==> src/rtl/jog_pkg.sv <==
package jog_pkg;
  localparam int REG_W = 32;
  localparam logic [7:0] ADDR_STATUS  = 8'h00;
  localparam logic [7:0] ADDR_REQUEST = 8'h04;
  localparam logic [7:0] ADDR_CONTROL = 8'h08;
  localparam int BIT_START   = 21;
  localparam int BIT_ERR     = 0;
  localparam int MASK_LSB    = 8;
  localparam int MASK_W      = 4;
  localparam int FAST_LSB    = 12;
  localparam int RATIO_BASE  = 16;
  localparam int RATIO_PITCH = 8;

  function automatic int ratio_lsb(input int core);
    return RATIO_BASE + RATIO_PITCH * core;
  endfunction
endpackage

==> src/rtl/jog_lock_timer.sv <==
module jog_lock_timer #(
  parameter int LOCK_CYCLES = 64
) (
  input  logic clk,
  input  logic rst_n,
  input  logic start,
  output logic busy_o,
  output logic done_o
);
  localparam int CNT_W = $clog2(LOCK_CYCLES + 1);

  logic [CNT_W-1:0] cnt_q;
  logic             busy_q;

  assign busy_o = busy_q;
  assign done_o = busy_q && (cnt_q == '0);

  always_ff @(posedge clk or negedge rst_n) begin
    if (!rst_n) begin
      busy_q <= 1'b0;
      cnt_q  <= '0;
    end else if (!busy_q) begin
      if (start) begin
        busy_q <= 1'b1;
        cnt_q  <= CNT_W'(LOCK_CYCLES - 1);
      end
    end else if (cnt_q == '0) begin
      busy_q <= 1'b0;
    end else begin
      cnt_q <= cnt_q - 1'b1;
    end
  end

  AST_DONE_ENDS_BUSY: assert property (@(posedge clk) disable iff (!rst_n)
    done_o |=> !busy_o);
  AST_NO_RESTART: assert property (@(posedge clk) disable iff (!rst_n)
    (busy_o && !done_o) |=> (busy_o && $past(cnt_q) == cnt_q + 1'b1));
endmodule

==> src/rtl/jog_core_slot.sv <==
module jog_core_slot #(
  parameter int RATIO_W    = 6,
  parameter int MIN_RATIO  = 2,
  parameter int MAX_RATIO  = 4,
  parameter int BOOT_RATIO = 4
) (
  input  logic               clk,
  input  logic               rst_n,
  input  logic               apply,
  input  logic [RATIO_W-1:0] req_ratio,
  input  logic               req_fast,
  output logic [RATIO_W-1:0] ratio_o,
  output logic               fast_o,
  output logic               reject_o
);
  localparam int CEIL_I = (BOOT_RATIO > MAX_RATIO) ? MAX_RATIO : BOOT_RATIO;
  localparam logic [RATIO_W-1:0] FLOOR = RATIO_W'(MIN_RATIO);
  localparam logic [RATIO_W-1:0] CEIL  = RATIO_W'(CEIL_I);

  logic [RATIO_W-1:0] ratio_q;
  logic               fast_q;
  logic               in_range;

  assign in_range = (req_ratio >= FLOOR) && (req_ratio <= CEIL);
  assign reject_o = apply && !in_range;
  assign ratio_o  = ratio_q;
  assign fast_o   = fast_q;

  always_ff @(posedge clk or negedge rst_n) begin
    if (!rst_n) begin
      ratio_q <= CEIL;
      fast_q  <= 1'b1;
    end else if (apply && in_range) begin
      ratio_q <= req_ratio;
      fast_q  <= req_fast;
    end
  end

  AST_RATIO_IN_WINDOW: assert property (@(posedge clk) disable iff (!rst_n)
    (ratio_q >= FLOOR) && (ratio_q <= CEIL));
  AST_HOLD_UNLESS_APPLY: assert property (@(posedge clk) disable iff (!rst_n)
    !apply |=> ($stable(ratio_q) && $stable(fast_q)));
endmodule

==> src/rtl/jog_ctrl.sv <==
module jog_ctrl
  import jog_pkg::*;
#(
  parameter int NUM_CORES   = 2,
  parameter int RATIO_W     = 6,
  parameter int MIN_RATIO   = 2,
  parameter int MAX_RATIO   = 4,
  parameter logic [NUM_CORES*RATIO_W-1:0] BOOT_RATIOS = {6'd4, 6'd3},
  parameter int LOCK_CYCLES = 64,
  parameter int ADDR_W      = 8
) (
  input  logic                         clk,
  input  logic                         rst_n,
  input  logic                         reg_wr_en,
  input  logic [ADDR_W-1:0]            reg_addr,
  input  logic [REG_W-1:0]             reg_wdata,
  output logic [REG_W-1:0]             reg_rdata,
  output logic [NUM_CORES*RATIO_W-1:0] core_ratio_o,
  output logic [NUM_CORES-1:0]         core_fast_o
);
  localparam int VEC_W = NUM_CORES * RATIO_W;

  logic [VEC_W-1:0]     req_ratio_q;
  logic [NUM_CORES-1:0] req_fast_q;
  logic [MASK_W-1:0]    mask_q;
  logic                 err_q;
  logic                 busy, done, start;
  logic                 wr_req, wr_ctl;
  logic [NUM_CORES-1:0] reject;
  logic [VEC_W-1:0]     applied;

  assign wr_req = reg_wr_en && (reg_addr == ADDR_W'(ADDR_REQUEST)) && !busy;
  assign wr_ctl = reg_wr_en && (reg_addr == ADDR_W'(ADDR_CONTROL));
  assign start  = wr_ctl && reg_wdata[BIT_START];

  jog_lock_timer #(.LOCK_CYCLES(LOCK_CYCLES)) u_timer (
    .clk    (clk),
    .rst_n  (rst_n),
    .start  (start),
    .busy_o (busy),
    .done_o (done)
  );

  for (genvar c = 0; c < NUM_CORES; c++) begin : g_core
    jog_core_slot #(
      .RATIO_W    (RATIO_W),
      .MIN_RATIO  (MIN_RATIO),
      .MAX_RATIO  (MAX_RATIO),
      .BOOT_RATIO (int'(BOOT_RATIOS[c*RATIO_W +: RATIO_W]))
    ) u_slot (
      .clk       (clk),
      .rst_n     (rst_n),
      .apply     (done),
      .req_ratio (req_ratio_q[c*RATIO_W +: RATIO_W]),
      .req_fast  (req_fast_q[c]),
      .ratio_o   (applied[c*RATIO_W +: RATIO_W]),
      .fast_o    (core_fast_o[c]),
      .reject_o  (reject[c])
    );
  end

  assign core_ratio_o = applied;

  always_ff @(posedge clk or negedge rst_n) begin
    if (!rst_n) begin
      req_ratio_q <= BOOT_RATIOS;
      req_fast_q  <= '1;
    end else if (wr_req) begin
      for (int c = 0; c < NUM_CORES; c++) begin
        req_ratio_q[c*RATIO_W +: RATIO_W] <= reg_wdata[ratio_lsb(c) +: RATIO_W];
        req_fast_q[c] <= reg_wdata[FAST_LSB + c];
      end
    end
  end

  always_ff @(posedge clk or negedge rst_n) begin
    if (!rst_n) begin
      mask_q <= '0;
      err_q  <= 1'b0;
    end else begin
      if (wr_ctl) mask_q <= reg_wdata[MASK_LSB +: MASK_W];
      if (done && (|reject))                 err_q <= 1'b1;
      else if (wr_ctl && reg_wdata[BIT_ERR]) err_q <= 1'b0;
    end
  end

  always_comb begin
    reg_rdata = '0;
    case (reg_addr)
      ADDR_W'(ADDR_STATUS): begin
        for (int c = 0; c < NUM_CORES; c++)
          reg_rdata[ratio_lsb(c) +: RATIO_W] = applied[c*RATIO_W +: RATIO_W];
      end
      ADDR_W'(ADDR_REQUEST): begin
        for (int c = 0; c < NUM_CORES; c++) begin
          reg_rdata[ratio_lsb(c) +: RATIO_W] = req_ratio_q[c*RATIO_W +: RATIO_W];
          reg_rdata[FAST_LSB + c] = req_fast_q[c];
        end
      end
      ADDR_W'(ADDR_CONTROL): begin
        reg_rdata[BIT_START]             = busy;
        reg_rdata[MASK_LSB +: MASK_W]    = mask_q;
        reg_rdata[BIT_ERR]               = err_q;
      end
      default: reg_rdata = '0;
    endcase
  end

  AST_REQ_FROZEN: assert property (@(posedge clk) disable iff (!rst_n)
    busy |=> ($stable(req_ratio_q) && $stable(req_fast_q)));
  AST_ERR_ON_REJECT: assert property (@(posedge clk) disable iff (!rst_n)
    (done && (|reject)) |=> err_q);
  AST_ERR_STICKY: assert property (@(posedge clk) disable iff (!rst_n)
    (err_q && !(wr_ctl && reg_wdata[BIT_ERR])) |=> err_q);
  AST_OUT_ONLY_AT_DONE: assert property (@(posedge clk) disable iff (!rst_n)
    !done |=> $stable(core_ratio_o));
endmodule

==> config.mk <==
export PLATFORM = sky130hd
export DESIGN_NAME = jog_ctrl
export DESIGN_NICKNAME = d
export VERILOG_FILES = /design/src/rtl/jog_pkg.sv /design/src/rtl/jog_lock_timer.sv /design/src/rtl/jog_core_slot.sv /design/src/rtl/jog_ctrl.sv
export SDC_FILE = /design/constraint.sdc
export NUM_CORES = 1
export LEC_CHECK = 0
export CELL_PAD_IN_SITES_DETAIL_PLACEMENT = 0
export CELL_PAD_IN_SITES_GLOBAL_PLACEMENT = 1
export CORE_ASPECT_RATIO = 0.75
export CORE_UTILIZATION = 45
export DETAILED_ROUTE_END_ITERATION = 7
export DONT_BUFFER_PORTS = 1
export HOLD_SLACK_MARGIN = 0.02
export MAX_ROUTING_LAYER = met4
export PLACE_DENSITY = 0.83
export SLEW_MARGIN = 10
export SYNTH_ARGS = -nofsm -noshare
export SYNTH_HDL_FRONTEND = slang
export SYNTH_SLANG_ARGS = --single-unit
==> constraint.sdc <==
create_clock -name clk -period 7.4 [get_ports clk]
set_input_delay 1.85 -clock clk [delete_from_list [all_inputs] [get_ports clk]]
set_output_delay 1.85 -clock clk [all_outputs]
set_load 0.05 [all_outputs]
==> report_table.html <==
<table>
<tr><th>Metric</th><th>Value</th></tr>
<tr><th colspan="2">Setup path</th></tr>
<tr><td>Critical Path Sink Type</td><td>output port</td></tr>
<tr><td>Worst path bufs/invs</td><td>0</td></tr>
<tr><td>Largest incremental delay on the critical path</td><td>570 ps</td></tr>
<tr><td>Crit path max fanout</td><td>13</td></tr>
<tr><td>Endpoint required time on the critical path</td><td>approximately 5600 ps</td></tr>
<tr><td>Type of element launching the critical path</td><td>input pin</td></tr>
<tr><td>Path type of the worst setup path</td><td>in2out</td></tr>
<tr><td>Worst path cell trace</td><td>or4_4 &gt; or3_4 &gt; nor3b_4 &gt; a22o_1</td></tr>
<tr><td>Master of the slowest instance on the critical path</td><td>sky130_fd_sc_hd__or4_4</td></tr>
<tr><td>Worst Path Arrival</td><td>3910 ps</td></tr>
<tr><td>Largest delay share family, worst path</td><td>simple AND/OR/NAND/NOR gates</td></tr>
<tr><th colspan="2">Global route</th></tr>
<tr><td>First-pass GRT wire length</td><td>approximately 6400 microns</td></tr>
<tr><td>Initial antenna violation count</td><td>0</td></tr>
<tr><td>Global-route congestion overflow total</td><td>0</td></tr>
<tr><td>Largest net degree at the start of global routing</td><td>42</td></tr>
<tr><td>Vias in the first global route</td><td>1314</td></tr>
<tr><td>Overall track demand over capacity in global routing</td><td>0.185</td></tr>
<tr><th colspan="2">Timing</th></tr>
<tr><td>Period minus WS final</td><td>5760 ps</td></tr>
<tr><td>Endpoints failing hold</td><td>0</td></tr>
<tr><td>Slew at the pin closest to its max-slew limit</td><td>889 ps</td></tr>
<tr><td># setup viols final</td><td>0</td></tr>
<tr><td>Max-slew headroom at the worst pin</td><td>0.405</td></tr>
<tr><td>Setup repair after global routing missed its margin</td><td>false</td></tr>
<tr><td>Sum of negative setup slack</td><td>0 ps</td></tr>
<tr><td>Max Clock Skew</td><td>7.87 ps</td></tr>
<tr><td>Max Freq</td><td>174 MHz</td></tr>
<tr><td>Max-slew violations</td><td>0</td></tr>
<tr><td>Final cycle utilization of the critical path</td><td>0.778</td></tr>
<tr><th colspan="2">Finish</th></tr>
<tr><td>Number of antenna cells inserted</td><td>0</td></tr>
<tr><td>Multi-input logic area</td><td>966 sq um</td></tr>
<tr><td>Area growth from synthesis to layout</td><td>2.89%</td></tr>
<tr><td>Nets</td><td>223</td></tr>
<tr><td>Number of fill cells</td><td>392</td></tr>
<tr><td>Register area</td><td>1040 sq um</td></tr>
<tr><td>Layout Cell Area excl Fill</td><td>2180 sq um</td></tr>
<tr><td>Fraction of final layout cells with drive strength greater than 1</td><td>0.291</td></tr>
<tr><th colspan="2">Floorplan</th></tr>
<tr><td>Die Footprint</td><td>4990 sq um</td></tr>
<tr><td># rows</td><td>21</td></tr>
<tr><td>Effective utilization at floorplan</td><td>0.472</td></tr>
<tr><td>Width of the die</td><td>roughly 80 microns</td></tr>
<tr><td>Placeable core region</td><td>4490 sq um</td></tr>
<tr><td>Overall die height</td><td>61.4 microns</td></tr>
<tr><td>Count of pins on the block boundary</td><td>89</td></tr>
<tr><th colspan="2">Clock tree</th></tr>
<tr><td>Total setup buffers inserted after CTS</td><td>0</td></tr>
<tr><td>Number of clock sinks</td><td>between 40 and 50</td></tr>
<tr><td>Cell at the root of the clock tree</td><td>sky130_fd_sc_hd__clkbuf_8</td></tr>
<tr><td>Clock tree from TritonCTS</td><td>built</td></tr>
<tr><td>TritonCTS buffer count</td><td>5</td></tr>
<tr><td>Clock latency on the worst-skew pair</td><td>290 ps</td></tr>
<tr><td>Post-cts resize count</td><td>0</td></tr>
<tr><td>Clock buffer depth</td><td>2</td></tr>
<tr><td>H-tree Lvls</td><td>2</td></tr>
<tr><td>Clock-pin slew on the worst setup and hold paths</td><td>70 ps</td></tr>
<tr><td>Hold bufs inserted after CTS</td><td>0</td></tr>
<tr><th colspan="2">Logic synthesis</th></tr>
<tr><td>Number of synthesis warnings</td><td>0</td></tr>
<tr><td>Post-synthesis register bit count</td><td>41</td></tr>
<tr><td>Top flip-flop cell by instance count after synthesis</td><td>sky130_fd_sc_hd__dfrtp_1</td></tr>
<tr><td>Unique masters post-synth</td><td>39</td></tr>
<tr><td>Post-synthesis sequential area ratio</td><td>0.490</td></tr>
<tr><td>Cell area after synthesis</td><td>2120 sq um</td></tr>
<tr><td>Number of enable flip-flop cells after synthesis</td><td>0</td></tr>
<tr><td>Gate count after technology mapping</td><td>178</td></tr>
<tr><td>Share of async-settable or async-resettable flops after synthesis</td><td>1.00</td></tr>
<tr><td>Average instance area after synthesis</td><td>11.9 sq um</td></tr>
<tr><th colspan="2">Drt</th></tr>
<tr><td>Final routed wirelength across all metal layers</td><td>about 4200 microns</td></tr>
<tr><td>Number of search-and-repair iterations in the first detailed-routing pass</td><td>4</td></tr>
<tr><td>DR WL/cell</td><td>17.8 microns</td></tr>
<tr><td>Starting DRT DRC Count</td><td>37</td></tr>
<tr><td>Antenna viol nets, final</td><td>0</td></tr>
<tr><td>Average vias per placed instance</td><td>~5.7</td></tr>
<tr><td>Routed vias</td><td>1335</td></tr>
<tr><td>Count of unresolved DRC violations after routing</td><td>0</td></tr>
<tr><th colspan="2">Placed design</th></tr>
<tr><td>Area of placed instances</td><td>2100 sq um</td></tr>
<tr><td>Placed wire-length estimate after detailed placement</td><td>3130 microns</td></tr>
<tr><td>Final weighted congestion in routability-driven placement</td><td>0.743</td></tr>
<tr><td>Count of buffers from port buffering</td><td>0</td></tr>
<tr><th colspan="2">Power</th></tr>
<tr><td>Pwr dens</td><td>177 nW/um^2</td></tr>
<tr><td>Static leakage</td><td>1.01 nW</td></tr>
<tr><td>Worst-case vdd ir drop</td><td>about 120 uV</td></tr>
<tr><th colspan="2">Min path</th></tr>
<tr><td>Class of the worst hold path</td><td>reg2reg</td></tr>
<tr><th colspan="2">Run</th></tr>
<tr><td>Number of violations of the max-capacitance limit</td><td>0</td></tr>
<tr><th colspan="2">Outcome</th></tr>
<tr><td>Status</td><td>completed</td></tr>
</table>
layout by cell type (no fill, tap or decap), types with 2 or more instances in the layout:
master,instances
sky130_fd_sc_hd__or4_4,2
sky130_fd_sc_hd__nor2b_1,12
sky130_fd_sc_hd__nand3_1,2
sky130_fd_sc_hd__ha_1,2
sky130_fd_sc_hd__inv_1,4
sky130_fd_sc_hd__mux2i_1,6
sky130_fd_sc_hd__conb_1,13
sky130_fd_sc_hd__nor3_1,4
sky130_fd_sc_hd__a22o_1,11
sky130_fd_sc_hd__nand3b_1,2
sky130_fd_sc_hd__nand2_1,2
sky130_fd_sc_hd__clkbuf_8,5
sky130_fd_sc_hd__or3_1,2
sky130_fd_sc_hd__mux2_2,25
sky130_fd_sc_hd__nor4_1,3
sky130_fd_sc_hd__and2_1,8
sky130_fd_sc_hd__dfstp_2,10
sky130_fd_sc_hd__dfrtp_1,31
sky130_fd_sc_hd__clkinv_2,2
sky130_fd_sc_hd__nor2_1,12
worst paths after layout:
| kind | from | end | slack [ps] | depth (start not counted) |
|---|---|---|---|---|
| max reg2reg | u_timer.cnt_q[3]$_DFFE_PN0P_ | g_core[1].u_slot.ratio_o[0]$_DFFE_PN0P_ | 5220 | 4 |
| min reg2reg | err_q$_DFFE_PN0P_ | err_q$_DFFE_PN0P_ | 490 | 1 |
| min | err_q$_DFFE_PN0P_ | err_q$_DFFE_PN0P_ | 490 | 1 |
| max | reg_addr[1] | reg_rdata[26] | 1640 | 4 |
| min in group asynchronous | rst_n | g_core[0].u_slot.ratio_o[4]$_DFFE_PN0P_ | 1250 | 0 |
| max in group asynchronous | rst_n | req_ratio_q[8]$_DFFE_PN1P_ | 5960 | 0 |
area by class of cell:
cell class	count	area share
repair buffers	1	0.00344
multi-input cells	125	0.443
flip-flops and latches	41	0.476
clock buffers	6	0.0333
well taps	57	0.0327
clock inverters	2	0.00459
inverters	4	0.00688
registers in the layout, summed over array words and instances (netlist names):
signal                 flops
err_q                      1
g_core.u_slot.ratio_o     12
req_fast_q                 2
u_timer.cnt_q              7
u_timer.busy_o             1
req_ratio_q               12
g_core.u_slot.fast_o       2
mask_q                     4
kinds of logic (layout without fill, tap and decap cells):
logic type	after synthesis	after routing	share of synthesized area
multiplexers	31	31	0.161
adder cells (fa/ha/maj)	2	2	0.0118
AO/OA/AOI/OAI	18	18	0.0685
flip-flops	41	41	0.490
AND/OR/NAND/NOR	61	61	0.191
other	1	13	0.00177
buffers and inverters	24	13	0.0756
where the power goes:
part	total, W	switching (W)	leakage (nW)	internal (W)
logic	0.0000190	0.0000163	0.465	0.00000273
registers	0.000226	0.000000660	0.505	0.000226
clock network	0.000140	0.0000743	0.0450	0.0000654
cell usage after synthesis (2+ instances only):
library cell | n | share of area
sky130_fd_sc_hd__dfrtp_1 | 31 | 0.37
sky130_fd_sc_hd__mux2_2 | 25 | 0.13
sky130_fd_sc_hd__buf_4 | 18 | 0.064
sky130_fd_sc_hd__nor2_1 | 12 | 0.021
sky130_fd_sc_hd__nor2b_1 | 12 | 0.035
sky130_fd_sc_hd__a22o_1 | 11 | 0.045
sky130_fd_sc_hd__dfstp_2 | 10 | 0.12
sky130_fd_sc_hd__and2_1 | 8 | 0.024
sky130_fd_sc_hd__mux2i_1 | 6 | 0.028
sky130_fd_sc_hd__inv_1 | 4 | 0.0071
sky130_fd_sc_hd__nor3_1 | 4 | 0.0094
sky130_fd_sc_hd__nor4_1 | 3 | 0.0089
sky130_fd_sc_hd__buf_2 | 2 | 0.0047
sky130_fd_sc_hd__ha_1 | 2 | 0.012
sky130_fd_sc_hd__nand2_1 | 2 | 0.0035
sky130_fd_sc_hd__nand3_1 | 2 | 0.0047
sky130_fd_sc_hd__nand3b_1 | 2 | 0.0071
sky130_fd_sc_hd__or3_1 | 2 | 0.0059
sky130_fd_sc_hd__or4_4 | 2 | 0.011
metal layers:
metal | global-route usage | share of wire
met2 | 0.299 | 0.50
met4 | 0.0383 | 0.0033
met5 | - | 0
met1 | 0.230 | 0.44
met3 | 0.0593 | 0.061
metrics by stage:
stage          setup slack (ps)  hold slack, ps  power [W]  cells   util
4_1_cts                    1600             492   0.000391    236  0.485
2_1_floorplan              1940             448   0.000254    190      -
3_5_place_dp               1610             466   0.000249    228  0.467
6_report                   1640             492   0.000385    236  0.485
5_1_grt                    1550             504   0.000402    236  0.485
3_3_place_gp               1640             469   0.000249    228  0.467
worst reg2reg max path, delay by kind of cell (launching register included):
kind             cells  cell delay [ps]
flip-flops           1              430
multiplexers         1              390
AND/OR/NAND/NOR      3             1250
Power figures use the tool's default switching activity.
